`src/rtl/irqc_pkg.sv`:
```
package irqc_pkg;
  localparam int unsigned IRQC_NSRC = 7;
  localparam int unsigned IRQC_DW   = 8;
  localparam int unsigned IRQC_AW   = 4;

  localparam int unsigned SRC_CA2 = 0;
  localparam int unsigned SRC_CA1 = 1;
  localparam int unsigned SRC_SHF = 2;
  localparam int unsigned SRC_CB2 = 3;
  localparam int unsigned SRC_CB1 = 4;
  localparam int unsigned SRC_TM2 = 5;
  localparam int unsigned SRC_TM1 = 6;

  localparam logic [IRQC_AW-1:0] OFS_SHIFT = 4'hA;
  localparam logic [IRQC_AW-1:0] OFS_FLAG  = 4'hD;
  localparam logic [IRQC_AW-1:0] OFS_MASK  = 4'hE;

  typedef enum logic [1:0] {
    ACC_NONE,
    ACC_READ,
    ACC_WRITE
  } acc_kind_e;
endpackage

```
`src/rtl/irqc_flag_bank.sv`:
```
module irqc_flag_bank #(
  parameter int unsigned N = 7
) (
  input  logic         clk,
  input  logic         rst_n,
  input  logic [N-1:0] set_i,
  input  logic [N-1:0] clr_i,
  output logic [N-1:0] flags_o
);
  logic [N-1:0] flag_q;

  for (genvar k = 0; k < N; k++) begin : g_bit
    always_ff @(posedge clk or negedge rst_n) begin
      if (!rst_n)         flag_q[k] <= 1'b0;
      else if (set_i[k])  flag_q[k] <= 1'b1;
      else if (clr_i[k])  flag_q[k] <= 1'b0;
    end
  end

  assign flags_o = flag_q;

  // a set pulse always lands, whatever clears arrive with it
  p_set_wins_r10: assert property (@(posedge clk) disable iff (!rst_n)
    (|set_i) |=> ((flag_q & $past(set_i)) == $past(set_i)));

  // no flag rises without a set pulse
  p_no_spurious_set_r7: assert property (@(posedge clk) disable iff (!rst_n)
    1'b1 |=> ((flag_q & ~$past(flag_q) & ~$past(set_i)) == '0));

  // a clear without a set drops the flag
  p_clear_lands_r8: assert property (@(posedge clk) disable iff (!rst_n)
    (|(clr_i & ~set_i)) |=> ((flag_q & $past(clr_i & ~set_i)) == '0));
endmodule

```
`src/rtl/irqc_enable_bank.sv`:
```
module irqc_enable_bank #(
  parameter int unsigned N = 7
) (
  input  logic         clk,
  input  logic         rst_n,
  input  logic         wr_i,
  input  logic         set_mode_i,
  input  logic [N-1:0] sel_i,
  output logic [N-1:0] en_o
);
  logic [N-1:0] en_q;

  always_ff @(posedge clk or negedge rst_n) begin
    if (!rst_n) en_q <= '0;
    else if (wr_i) begin
      if (set_mode_i) en_q <= en_q | sel_i;
      else            en_q <= en_q & ~sel_i;
    end
  end

  assign en_o = en_q;

  // set-mode write raises selected bits, keeps the rest
  p_en_set_r3: assert property (@(posedge clk) disable iff (!rst_n)
    (wr_i && set_mode_i) |=>
      (((en_q & $past(sel_i)) == $past(sel_i)) &&
       ((en_q & ~$past(sel_i)) == ($past(en_q) & ~$past(sel_i)))));

  // clear-mode write drops selected bits, keeps the rest
  p_en_clr_r4: assert property (@(posedge clk) disable iff (!rst_n)
    (wr_i && !set_mode_i) |=>
      (((en_q & $past(sel_i)) == '0) &&
       ((en_q & ~$past(sel_i)) == ($past(en_q) & ~$past(sel_i)))));
endmodule

```
`src/rtl/irqc_request.sv`:
```
module irqc_request #(
  parameter int unsigned N = 7
) (
  input  logic         clk,
  input  logic         rst_n,
  input  logic [N-1:0] flags_i,
  input  logic [N-1:0] en_i,
  output logic         pending_o,
  output logic         irq_o
);
  logic irq_q;

  assign pending_o = |(flags_i & en_i);

  always_ff @(posedge clk or negedge rst_n) begin
    if (!rst_n) irq_q <= 1'b0;
    else        irq_q <= pending_o;
  end

  assign irq_o = irq_q;

  // nothing enabled and set means no request next cycle
  p_masked_quiet_r12: assert property (@(posedge clk) disable iff (!rst_n)
    ((flags_i & en_i) == '0) |=> !irq_o);

  // an enabled, set flag raises the request one cycle later
  p_irq_follows_r11: assert property (@(posedge clk) disable iff (!rst_n)
    ((flags_i & en_i) != '0) |=> irq_o);
endmodule

```
`src/rtl/irq_flag_ctrl.sv`:
```
module irq_flag_ctrl
  import irqc_pkg::*;
#(
  parameter int unsigned NSRC = IRQC_NSRC,
  parameter int unsigned DW   = IRQC_DW,
  parameter int unsigned AW   = IRQC_AW,
  parameter int unsigned SHF_BIT = SRC_SHF
) (
  input  logic            clk,
  input  logic            rst_n,
  input  logic [NSRC-1:0] src_set,
  input  logic [NSRC-1:0] src_clr,
  input  logic [AW-1:0]   reg_ofs,
  input  logic            reg_wr,
  input  logic            reg_rd,
  input  logic [DW-1:0]   reg_wdata,
  output logic [DW-1:0]   reg_rdata,
  output logic            irq
);
  localparam int unsigned MSB = DW - 1;

  if (NSRC != DW - 1) begin : g_bad_width
    initial $display("irq_flag_ctrl: NSRC must equal DW-1");
  end

  acc_kind_e    acc;
  logic         hit_flag, hit_mask, hit_shift;
  logic [NSRC-1:0] cpu_clr, shf_clr, all_clr;
  logic [NSRC-1:0] flags, enables;
  logic         pending;

  always_comb begin
    if (reg_wr)      acc = ACC_WRITE;
    else if (reg_rd) acc = ACC_READ;
    else             acc = ACC_NONE;
  end

  assign hit_flag  = (reg_ofs == OFS_FLAG);
  assign hit_mask  = (reg_ofs == OFS_MASK);
  assign hit_shift = (reg_ofs == OFS_SHIFT);

  assign cpu_clr = (acc == ACC_WRITE && hit_flag) ? reg_wdata[NSRC-1:0] : '0;
  assign shf_clr = (acc != ACC_NONE && hit_shift) ? (NSRC'(1) << SHF_BIT) : '0;
  assign all_clr = src_clr | cpu_clr | shf_clr;

  irqc_flag_bank #(.N(NSRC)) u_flags (
    .clk     (clk),
    .rst_n   (rst_n),
    .set_i   (src_set),
    .clr_i   (all_clr),
    .flags_o (flags)
  );

  irqc_enable_bank #(.N(NSRC)) u_enables (
    .clk        (clk),
    .rst_n      (rst_n),
    .wr_i       (acc == ACC_WRITE && hit_mask),
    .set_mode_i (reg_wdata[MSB]),
    .sel_i      (reg_wdata[NSRC-1:0]),
    .en_o       (enables)
  );

  irqc_request #(.N(NSRC)) u_req (
    .clk       (clk),
    .rst_n     (rst_n),
    .flags_i   (flags),
    .en_i      (enables),
    .pending_o (pending),
    .irq_o     (irq)
  );

  always_comb begin
    reg_rdata = '0;
    if (hit_flag)      reg_rdata = {pending, flags};
    else if (hit_mask) reg_rdata = {1'b1, enables};
  end

  // an access at the shift offset without a set retires bit 2 only
  p_shift_clear_r9: assert property (@(posedge clk) disable iff (!rst_n)
    ((reg_wr || reg_rd) && hit_shift && !src_set[SHF_BIT]) |=> !flags[SHF_BIT]);

  // the enable register's top bit always reads as 1
  p_mask_msb_r5: assert property (@(posedge clk) disable iff (!rst_n)
    hit_mask |-> reg_rdata[MSB]);

  // request is low in the first cycle after reset release
  p_reset_quiet_r1: assert property (@(posedge clk)
    $rose(rst_n) |-> !irq);
endmodule

```
`config.mk`:
```
export PLATFORM = sky130hd
export DESIGN_NAME = irq_flag_ctrl
export DESIGN_NICKNAME = d
export VERILOG_FILES = /design/src/rtl/irqc_pkg.sv /design/src/rtl/irqc_flag_bank.sv /design/src/rtl/irqc_enable_bank.sv /design/src/rtl/irqc_request.sv /design/src/rtl/irq_flag_ctrl.sv
export SDC_FILE = /design/constraint.sdc
export NUM_CORES = 1
export LEC_CHECK = 0
export CAP_MARGIN = 20
export CORE_MARGIN = 2
export CORE_UTILIZATION = 64
export DETAILED_ROUTE_END_ITERATION = 12
export DONT_BUFFER_PORTS = 1
export MAX_ROUTING_LAYER = met4
export PLACE_DENSITY = 0.8
export SLEW_MARGIN = 5
export SYNTH_ARGS = -nofsm -noshare
export SYNTH_HDL_FRONTEND = slang
export SYNTH_SLANG_ARGS = --single-unit
```
`constraint.sdc`:
```
create_clock -name clk -period 3.63 [get_ports clk]
set_clock_uncertainty 0.1 [all_clocks]
set_input_delay 0.5445 -clock clk [delete_from_list [all_inputs] [get_ports clk]]
set_output_delay 0.5445 -clock clk [all_outputs]
set_load 0.1 [all_outputs]
```
# [Yosys cells after proc, flatten, opt, wreduce, memory -nomap -nowiden]
# Index checks and enable logic that the tools add are counted.
[word_totals] regBits=15 wordCells=52
[classes] eq_ne=4 mux=21 n_bitwise=6 n_reduce_logical=12
[op_table] operator="two-way mux 8 bit" n=2
[op_table] operator="nonzero test 2 bit" n=8
[op_table] operator="two-way mux 1 bit" n=15
[op_table] operator="AND 7 bit" n=2
[op_table] operator="two-way mux 7 bit" n=2
[op_table] operator="bitwise OR 7 bit" n=2
[op_table] operator="== test 4 bit (second input constant)" n=3
[op_table] operator="NOT 7 bit" n=1
[op_table] operator="bitwise OR 7 x 3 -> 7 bit" n=1
[op_table] operator="OR reduction 7 bit" n=1
[op_table] operator="logical AND 1 bit" n=3
[op_table] operator="two-way mux 3 bit" n=1
[op_table] operator="== test 2 bit (second input constant)" n=1
[op_table] operator="two-way mux 2 bit" n=1

# [Longest topological paths before layout]
[depth] ltp_word=9 ltp_mapped=5

# [Modules after synthesis]
# Synthesis repeated with hierarchy kept, for this count alone.
[hier_totals] hier_cells=80 area_unflattened_um2=822.0
[modules_own_cells] module="irqc_enable_bank" instances=1 cells_per_inst=21 area_each_um2=280.3 seq_area_each_um2=175.2
[modules_own_cells] module="irqc_flag_bank" instances=1 cells_per_inst=21 area_each_um2=254.0 seq_area_each_um2=175.2
[modules_own_cells] module="irq_flag_ctrl" instances=1 cells_per_inst=33 area_each_um2=232.7 seq_area_each_um2=0.0
[modules_own_cells] module="irqc_request" instances=1 cells_per_inst=5 area_each_um2=55.1 seq_area_each_um2=25.0

# [Least setup slack after synthesis]
# Ideal clock, no wire load.
[synth_path] path_kind="input to output" start="input reg_ofs[1]" end="output reg_rdata[5]" t_arrival_ps=2287 path_slack_ps=698 stages=4 n_path_buf=1 cell_sequence="and2b_1 > buf_4 > a22oi_1 > nor2_1"
[synth_between] elab_chain_len=3 word_cells_on_any_way=4 cone_classes="2 x eq/ne; 2 x mux"
[synth_rtl] element="start, declared" line="irq_flag_ctrl.sv:13" rtl="input logic [AW-1:0] reg_ofs,"
[synth_rtl] element="== test 4 bit" line="irq_flag_ctrl.sv:39" rtl="assign hit_mask = (reg_ofs == OFS_MASK);"
[synth_rtl] element="two-way mux 8 bit" line="irq_flag_ctrl.sv:75" rtl="else if (hit_mask) reg_rdata = {1'b1, enables};"
[synth_rtl] element="two-way mux 8 bit *" line="irq_flag_ctrl.sv:74" rtl="if (hit_flag) reg_rdata = {pending, flags};"
[synth_rtl] element="end, declared" line="irq_flag_ctrl.sv:17" rtl="output logic [DW-1:0] reg_rdata,"
# Mark *: on every way between the ends. The rest lies on a longest branch, timed or not.

# [Worst setup path in the final report]
[layout_path] start="input reg_ofs[1]" end="output reg_rdata[7]"
# The elaborated chain is that of the path after synthesis.

==> summary.txt <==
Die
  • # IOs: 39
  • Overall die width: 40.76 µm
  • Row cnt: 13
  • Die H: 40.76 µm
  • Initial Util: 67.28%
  • Area of the core: 0.001285 mm²
  • Overall die area: 0.001661 mm²

Routing
  • Drt drc: 0
  • WL met2: 867 µm
  • Drt first pass iters: 4
  • Met3 wire len: ~130 µm
  • Met1 wire length: approximately 760 µm
  • Post-route ant nets: 0
  • WL/cell: 17.10 µm
  • Initial DRC Count: 20
  • Routed wire length: 1795 µm
  • DR vias: 687
  • Vias per cell: 6.543
  • DR top layer: met4

Placed design
  • Instance area at placement: ~900 µm²
  • DP Cell Count: 100
  • Dpl hpwl: 1280 µm
  • Placer Congestion: between 0.7 and 0.8
  • Port Buffers: 0

STA
  • Final hold slack: 0.2432 ns
  • Crit share post-route: 68.22%
  • Worst slew margin: 42.78%
  • Final setup violation count: 0
  • Final slew viol count: 0
  • Fmax: 403.8 MHz
  • Final setup TNS: 0 ns
  • Fin crit period: between 2 and 2.5 ns
  • Hold Vio Cnt, Final: 0
  • RSZ-0062 raised after global routing: false
  • Worst-margin pin slew: 0.8589 ns

Layout
  • Layout area overhead: 8.828%
  • Diode count: 0
  • Most frequent cells in the layout: dfrtp_1, nand3_1, a22oi_1
  • Fin cells: between 100 and 150
  • Layout cell share with drive strength beyond 1: 40.00%
  • Commonest non-fill, non-tap cell in the layout: dfrtp_1
  • Nets: about 120
  • Design area: 940.9 µm²
  • Fillers: 103

Worst setup path
  • Worst EP required: 2.99 ns
  • CP arrival: 1.83 ns
  • Sum of buffers and inverters on the critical path: 1
  • Critical Path End: reg_rdata[7]
  • Critical R2R Launch: u_flags.flags_o[4]
  • Crit end category: output port
  • Reg-to-Reg End: u_req.irq_o
  • Worst path cell trace: nor2b_1 > buf_4 > o21ba_2
  • Critical Path Source: reg_ofs[1]
  • Family with the most delay on the worst path: compound AO/OA/AOI/OAI gates
  • R2R depth: 2
  • R2R Setup Slk: 2.41 ns
  • Critical path's slowest cell: o21ba_2
  • Worst path max stage delay: between 0.5 and 0.6 ns
  • Maximum fanout along the worst path: 9
  • CP Class: in2out
  • Cell count along the critical path: 3
  • CP Launch Type: primary input

Logic synthesis
  • Synth warn: 0
  • Leading area contributor after synthesis: dfrtp_1
  • Count of distinct cell types in the synthesized netlist: 22
  • Cells after synthesis: 82
  • Proportion of synthesized chip area in sequential cells: 43.42%
  • Yosys top cell area share: 43.42%
  • FFs w/ async S/R, synth: 100.0%
  • Cell Area, Synth: 864.6 µm²
  • Synth area leaders: dfrtp_1, a22oi_1, nand3_1
  • Most used DFF post-synth: dfrtp_1
  • Seq cells post-synth: 15
  • Number of enable flip-flop cells after synthesis: 0
  • Avg Cell Area, Syn: 10.54 µm²
  • Syn nets: 112

Pwr
  • Share of power burned in registers: between 50% and 60%
  • Clock share of power: 23.7%
  • Switching share of power: a little under two fifths
  • Psw: 159.2 µW
  • Peak supply drop: 236.5 µV
  • Final Total Pwr: roughly 430 µW
  • Leakage: 0.4069 nW
  • Pwr Density: 455.9 mW/mm²
  • Combinational Power Share: 21.3%
  • Internal power: 269.8 µW

Clock network
  • Htree depth: 1
  • CTS Buf Count: 3
  • CTS tree: done
  • Latest clock arrival within the worst-skew pair: around 0.30 ns
  • CTS max path bufs: 2
  • Post_cts resized: 0
  • Clock Pin Slew Worst Setup and Hold Paths: 0.10 ns
  • Post-CTS setup buffer count: 0
  • Clock Tree Root: clkbuf_4
  • Post-cts hold buffer count: 1
  • Clk sinks: 15

Min path
  • Hold Crit Class: in2reg

Run
  • Max Cap Violations: 0

Global route
  • GRT Total Usage: 25.53%
  • First-pass GRT wire length: 2622 µm
  • Initial antenna violation count: 0
  • Largest net degree at the start of global routing: 16
  • Grt ovf: 0
  • Vias in the first global route: 626

Outcome
  • Status: completed
## per-layer routing
layer	track usage [%]	up-vias
met5	-	-
li1	-	316
met1	29.93	330
met3	3.804	5
met2	41.27	36
met4	15.00	0
## cell usage after synthesis (2+ instances only)
cell type,n
mux2_4,3
a31o_2,6
dfrtp_1,15
nand3_2,3
mux2_2,4
nor2_1,7
inv_1,8
nand3_1,12
buf_6,2
a22oi_1,9
buf_4,2
## through the flow
step	setup WS [ns]	util, %
CTS	1.137	73.22
floorplan	0.6982	-
global route	1.056	73.22
global placement	1.197	70.30
detailed placement	1.149	70.30
finish	1.154	73.22
## cells by family after synthesis
family                 share of synthesized area, %
AND/OR/NAND/NOR                               16.93
AO/OA/AOI/OAI                                 19.10
flip-flops                                    43.42
buffers and inverters                         10.13
multiplexers                                  10.42
## worst register-to-register path, stage by stage, from the launching register on
cell	delay [ns]
dfrtp_1	0.41
a222oi_1	0.46
nand3_1	0.12
## power by group through the flow
stage	clock, mW	combinational, mW	sequential [mW]
after floorplan	0	0.0793	0.234
after global placement	0	0.0849	0.238
after detailed placement	0	0.0874	0.239
after CTS	0.101	0.0917	0.236
after global routing	0.104	0.0998	0.240
final	0.102	0.0912	0.236
## final cells by class
class                      count  area [µm²]  area share (%)
timing repair buffer           9       70.07           7.447
clock buffer                   3       22.52           2.394
sequential                    15       375.4           39.89
clock inverter                 1       5.005          0.5319
tap                           15       18.77           1.995
multi-input combinational     54       419.2           44.55
inverter                       8       30.03           3.191
## how the worst min path moves through the flow
stage / cells after the start / startpoint / slack [ns] / end
2_1_floorplan: 0 / rst_n / 0.15 / async pin
3_5_place_dp: 0 / rst_n / 0.15 / u_flags.flags_o[4]
5_1_grt: 1 / src_set[1] / 0.24 / u_flags.flags_o[1]
3_3_place_gp: 0 / rst_n / 0.15 / u_flags.flags_o[4]
6_report: 1 / src_set[2] / 0.24 / u_flags.flags_o[2]
4_1_cts: 1 / src_set[1] / 0.24 / u_flags.flags_o[1]
Power figures use the tool's default switching activity.
